--- src/rtl/exc_entry.sv ---
module exc_entry #(
  parameter int XLEN = 64,
  parameter int PG_SHIFT = 13,
  parameter int CNT_W = 16,
  localparam int NCLS = 12
) (
  input  logic                  clk,
  input  logic                  rst_n,
  input  logic [NCLS-1:0]       fault_req,
  input  logic                  arith_req,
  input  logic                  spec,
  input  logic                  req_pte,
  input  logic                  req_nofault,
  input  logic [5:0]            acc_flags,
  input  logic [XLEN-1:0]       pc,
  input  logic [XLEN-1:0]       vaddr,
  input  logic [31:0]           inst,
  input  logic                  cfg_we,
  input  logic [1:0]            cfg_sel,
  input  logic [XLEN-1:0]       cfg_wdata,
  output logic                  redirect,
  output logic [XLEN-1:0]       new_pc,
  output logic [XLEN-1:0]       next_pc,
  output logic [XLEN-1:0]       exc_addr,
  output logic [XLEN-1:0]       dva,
  output logic [16:0]           dstat,
  output logic [XLEN-1:0]       dva_form,
  output logic [XLEN-1:0]       itag,
  output logic [XLEN-1:0]       iva_form,
  output logic                  unsup_err,
  output logic [NCLS*CNT_W-1:0] evt_cnt
);

  localparam int SEL_W = $clog2(NCLS);
  localparam int PAL_IDX = 6;
  localparam logic [CNT_W-1:0] CNT_MAX = '1;

  logic [XLEN-1:0] hbase, dptb, iptb;
  logic [CNT_W-1:0] cnt [NCLS];
  logic [SEL_W-1:0] sel;
  logic any_req;
  logic [XLEN-1:0] entry;
  logic is_data, is_instr, data_ok;

  function automatic logic [15:0] vec_of(input logic [SEL_W-1:0] k);
    case (k)
      4'd0:    vec_of = 16'h0001;
      4'd1:    vec_of = 16'h0401;
      4'd2:    vec_of = 16'h0181;
      4'd3:    vec_of = 16'h0081;
      4'd4:    vec_of = 16'h0481;
      4'd5:    vec_of = 16'h0581;
      4'd6:    vec_of = 16'h2001;
      4'd7:    vec_of = 16'h0201;
      4'd8:    vec_of = 16'h0281;
      4'd9:    vec_of = 16'h0381;
      4'd10:   vec_of = 16'h0301;
      default: vec_of = 16'h0101;
    endcase
  endfunction

  always_comb begin
    sel = '0;
    for (int i = NCLS - 1; i >= 0; i--)
      if (fault_req[i]) sel = SEL_W'(i);
  end

  assign any_req  = |fault_req;
  assign entry    = hbase + XLEN'(vec_of(sel));
  assign is_data  = (sel >= SEL_W'(7)) && (sel <= SEL_W'(10));
  assign is_instr = (sel == SEL_W'(2)) || (sel == SEL_W'(3));
  assign data_ok  = !spec && !req_pte && !req_nofault;

  always_ff @(posedge clk or negedge rst_n) begin
    if (!rst_n) begin
      hbase     <= '0;
      dptb      <= '0;
      iptb      <= '0;
      redirect  <= 1'b0;
      new_pc    <= '0;
      next_pc   <= '0;
      exc_addr  <= '0;
      dva       <= '0;
      dstat     <= '0;
      dva_form  <= '0;
      itag      <= '0;
      iva_form  <= '0;
      unsup_err <= 1'b0;
    end else begin
      redirect <= any_req;
      if (arith_req) unsup_err <= 1'b1;
      if (cfg_we) begin
        case (cfg_sel)
          2'd0: hbase <= cfg_wdata;
          2'd1: dptb  <= cfg_wdata;
          2'd2: iptb  <= cfg_wdata;
          default: ;
        endcase
      end
      if (any_req) begin
        new_pc  <= entry;
        next_pc <= entry + XLEN'(4);
        if (sel == SEL_W'(PAL_IDX))
          exc_addr <= ((pc[1:0] == 2'b00) ? pc : exc_addr) + XLEN'(4);
        else
          exc_addr <= pc;
        if (is_data && data_ok) begin
          dva      <= vaddr;
          dstat    <= {inst[31:26], inst[25:21], acc_flags};
          dva_form <= dptb | ((vaddr >> PG_SHIFT) << 3);
        end
        if (is_instr && !spec) begin
          itag     <= pc;
          iva_form <= iptb | ((pc >> PG_SHIFT) << 3);
        end
      end
    end
  end

  for (genvar g = 0; g < NCLS; g++) begin : g_cnt
    always_ff @(posedge clk or negedge rst_n) begin
      if (!rst_n) cnt[g] <= '0;
      else if (any_req && sel == SEL_W'(g) && cnt[g] != CNT_MAX)
        cnt[g] <= cnt[g] + CNT_W'(1);
    end
    assign evt_cnt[g*CNT_W +: CNT_W] = cnt[g];

    assert_cnt_mono_R10: assert property (@(posedge clk) disable iff (!rst_n)
      cnt[g] >= $past(cnt[g]));
  end

  assert_next_pc_R2: assert property (@(posedge clk) disable iff (!rst_n)
    redirect |-> next_pc == new_pc + XLEN'(4));

  assert_idle_R2: assert property (@(posedge clk) disable iff (!rst_n)
    !any_req |=> !redirect);

  assert_unsup_sticky_R11: assert property (@(posedge clk) disable iff (!rst_n)
    unsup_err |=> unsup_err);

  assert_arith_no_pc_R11: assert property (@(posedge clk) disable iff (!rst_n)
    (arith_req && !any_req) |=> $stable(new_pc));

  assert_data_hold_R8: assert property (@(posedge clk) disable iff (!rst_n)
    (spec || req_pte || req_nofault) |=> $stable(dva) && $stable(dstat));

  assert_instr_hold_R9: assert property (@(posedge clk) disable iff (!rst_n)
    spec |=> $stable(itag) && $stable(iva_form));

endmodule

--- config.mk ---
export PLATFORM = sky130hd
export DESIGN_NAME = exc_entry
export DESIGN_NICKNAME = d
export VERILOG_FILES = /design/src/rtl/exc_entry.sv
export SDC_FILE = /design/constraint.sdc
export NUM_CORES = 2
export LEC_CHECK = 0
export ABC_AREA = 1
export BUFFER_PORTS_ARGS = -buffer_cell sky130_fd_sc_hd__buf_2
export CORE_AREA = 3 3 356 358
export DETAILED_ROUTE_END_ITERATION = 10
export DIE_AREA = 0 0 359 361
export REMOVE_ABC_BUFFERS = 1
export SYNTH_ARGS = -nofsm -noshare
export SYNTH_HDL_FRONTEND = slang
export SYNTH_SLANG_ARGS = --single-unit
export TNS_END_PERCENT = 100
--- constraint.sdc ---
create_clock -name clk -period 6.5 [get_ports clk]
set_input_delay 0.325 -clock clk [delete_from_list [all_inputs] [get_ports clk]]
set_output_delay 0.325 -clock clk [all_outputs]
set_load 0.005 [all_outputs]
==> results.toml <==
[power_and_ir_drop]
p_seq_share_pct = 44.2
p_sw_share_pct = 30.43
combPwrFrac_pct = 16.5
p_leak_nw = 27.33
power.density_nw_per_um2 = 274.9
ir_worst_vdd_mv = 0.2015
power_mw = 14.77
p_int_mw = 10.28
pwr-share-clk_pct = 39.3
p_switching_mw = 4.494

[timing]
slew_viol_final = 0
hold_violations = 0
rsz0062_at_grt = "false"
post-route-period-util_pct = 84.16
min_period_ps = 5471
tightest_slew_ps = 1020
max_freq_ghz = 0.1828
setup_viol = 0
slew_headroom_pct = 32.03
holdWs_ps = 44.90
finalClockSkew_ps = 41.02

[floorplanning]
pin_count = 910
initial_utilization_pct = 34.21
core_um2 = 123600
die_area_um2 = 129600
die_width_um = 359
die_h_um = 361
rows = 129

[grt]
grt_pass1_wl_mm = 247.1
antenna_found_initial = 11
grt_use_total_pct = 25.00
grt_pass1_vias = 38320
gr-total-overflow = 0
grt_max_degree = 183

[logic_synthesis]
synth_area_um2 = 42290
synth_cell_types = 59
avgSynthCellArea_um2 = 8.198
ys_warn_count = 0
yosysSeqAreaShare_pct = 50.24
synth_edf_count = 0
ys_ff_latch = 849
synth_top_flop_cell = "dfrtp_1"
async_flop_share_pct = 100.0
synth_cells = 5159

[clock_tree]
cts_buffers = 98
cts_tree = "built"
h-tree-depth = 3
clock_latency_ps = 700
clk_pin_slew_ps = 60
cts.sink_count = 849
root_buffer = "clkbuf_16"
cts_buffer_depth = 3
post_cts_buffers = 0

[placed_design]
io_buffers = 888
dp_cells = 7549
gp_congestion = 0.9395
dp.final_hpwl_mm = 127.4

[status]
status = "complete, no violations"

[layout]
drive_above_1_share_pct = 22.19
syn2layout_area_growth_pct = 27.06
final_cell_mix = "1398 x nand2_1, 887 x buf_2, 849 x dfrtp_1"
nNetsFinal = 6473
final_cell_count_no_fill = 7932
fill_cells = 12470
layout_commonest_cell = "nand2_1"

[routing]
avgViaCountPerCell = 4.909
route.vias.total = 38940
wl_per_cell_um = 20.81
drt_iter0_drc = 3224
drc_errors = 0
ant_nets = 0
routed_wl_mm = 165.0
dr.pass1.iters = 6

[critical_path]
r2r-end = "next_pc[60]"
endpoint_kind = "flop"
required_ps = 7060
critPathKind = "in2reg"
crit_arrival_ps = 6030
cp_max_fo = 12
timing.rr.start = "hbase[0]"
r2r_cells = 16
rrSetupSlack_ps = 2660
critPathLaunchType = "input port"

[min_path]
holdPathEnd = "iptb[6]"
whs_path_depth = 3
hold_class = "in2reg"
min_from = "cfg_wdata[6]"

[flow_run]
cap_viol_max_count = 0
==> power by group through the flow <==
stage	combinational [mW]	sequential [mW]	clock, mW
final	2.44	6.53	5.80
after global routing	2.75	6.61	6.18
after CTS	2.48	6.53	5.94
after global placement	2.35	6.59	0
after floorplan	1.09	6.48	0
after detailed placement	2.38	6.61	0
==> logic make-up after synthesis <==
logic type	Yosys count	synth area share (%)
flip-flops	849	50.24
adder cells (fa/ha/maj)	20	0.5917
AO/OA/AOI/OAI	674	8.544
multiplexers	119	3.169
buffers and inverters	684	6.358
AND/OR/NAND/NOR	2597	26.59
XOR/XNOR	216	4.509
==> cell usage after synthesis, drive strengths merged (2+ instances only) <==
library cell  number  area share [%]
buf               52            0.75
o211ai            32            0.59
ha                20            0.59
nand3            310             3.9
a22oi              2           0.035
dfrtp            849              50
nor2             619             6.1
clkinv             3           0.027
nand3b            18            0.35
nand4             90             1.4
a21oi             35            0.43
nand2           1434              13
o22ai              3           0.044
nor3b              9            0.18
a31oi              3           0.044
o221ai             2           0.041
or2               11            0.16
xor2             143             3.0
nor3              81             1.1
a221o              2           0.047
and2               2           0.033
inv              516             4.6
o21ai            571             6.9
clkbuf           113             1.0
nor4              21            0.37
mux2             119             3.2
o21a              17            0.30
xnor2             73             1.5
o21bai             2           0.035
o31ai              2           0.035
==> registers in the layout, indices dropped and copies added, names as in the netlist <==
signal     flops
evt_cnt      192
dptb          64
dva           64
dva_form      64
exc_addr      64
hbase         64
iptb          64
itag          64
iva_form      64
new_pc        64
next_pc       62
dstat         17
redirect       1
unsup_err      1
==> timing repair <==
item / in CTS / in global routing
hold buffers: 190 / 0
endpoints found under the hold margin: 488 / 0
gates resized for setup: 0 / 0
==> through the flow <==
step                area (um2)  setup TNS [ps]  setup WS (ps)  utilization (%)
floorplan                41550         -263870          -2203                -
global placement         48440               0           1004            39.18
detailed placement       48440               0          979.0            39.18
CTS                      53700               0           1133            43.44
global route             53710               0          599.8            43.44
finish                   53730               0           1029            43.46
==> worst max path at each step <==
stage                            start  cells past startpoint           to  slack, ps
after CTS                 fault_req[0]                     26  next_pc[60]       1130
final                     fault_req[0]                     26  next_pc[63]       1030
after detailed placement  fault_req[0]                     25  next_pc[60]        980
after global routing      fault_req[0]                     26  next_pc[60]        600
after global placement    fault_req[0]                     25  next_pc[60]       1000
after floorplan           fault_req[2]                     11  next_pc[63]      -2200
==> cell type report <==
type | count | area (um2) | share of cell area (%)
flip-flops and latches | 849 | 21250 | 39.54
multi-input cells | 3626 | 18420 | 34.28
repair buffers | 1108 | 6669 | 12.41
clock buffers | 136 | 2849 | 5.302
well taps | 1637 | 2048 | 3.812
inverters | 519 | 1953 | 3.635
clock inverters | 45 | 516.7 | 0.9617
diodes | 12 | 30.03 | 0.05588
==> worst max-delay path, stage by stage <==
cell	delay, ps
dlygate4sd3_1	540
buf_2	150
nor2_1	260
nand2_1	160
nor2_1	220
inv_1	80
nor2_2	350
nor2_1	220
a221oi_1	740
ha_1	420
nand2_1	90
nand2_1	110
nand2_1	80
nand2_1	60
nand2_1	110
nand3_2	320
nand2_1	180
nand2_1	150
nor2_1	200
nand2_1	140
nor2_1	240
nand3_1	260
nor2_1	260
nand3_1	170
nand3_1	100
nand2_1	60
==> layer usage <==
metal | share of wire (%) | vias up | track usage, %
li1 | - | 18710 | -
met1 | 41 | 18640 | 31.05
met2 | 48 | 1331 | 42.72
met3 | 7.3 | 255 | 5.796
met4 | 3.4 | 4 | 8.572
met5 | 0.014 | - | 0
(Power assumes the default switching activity.)
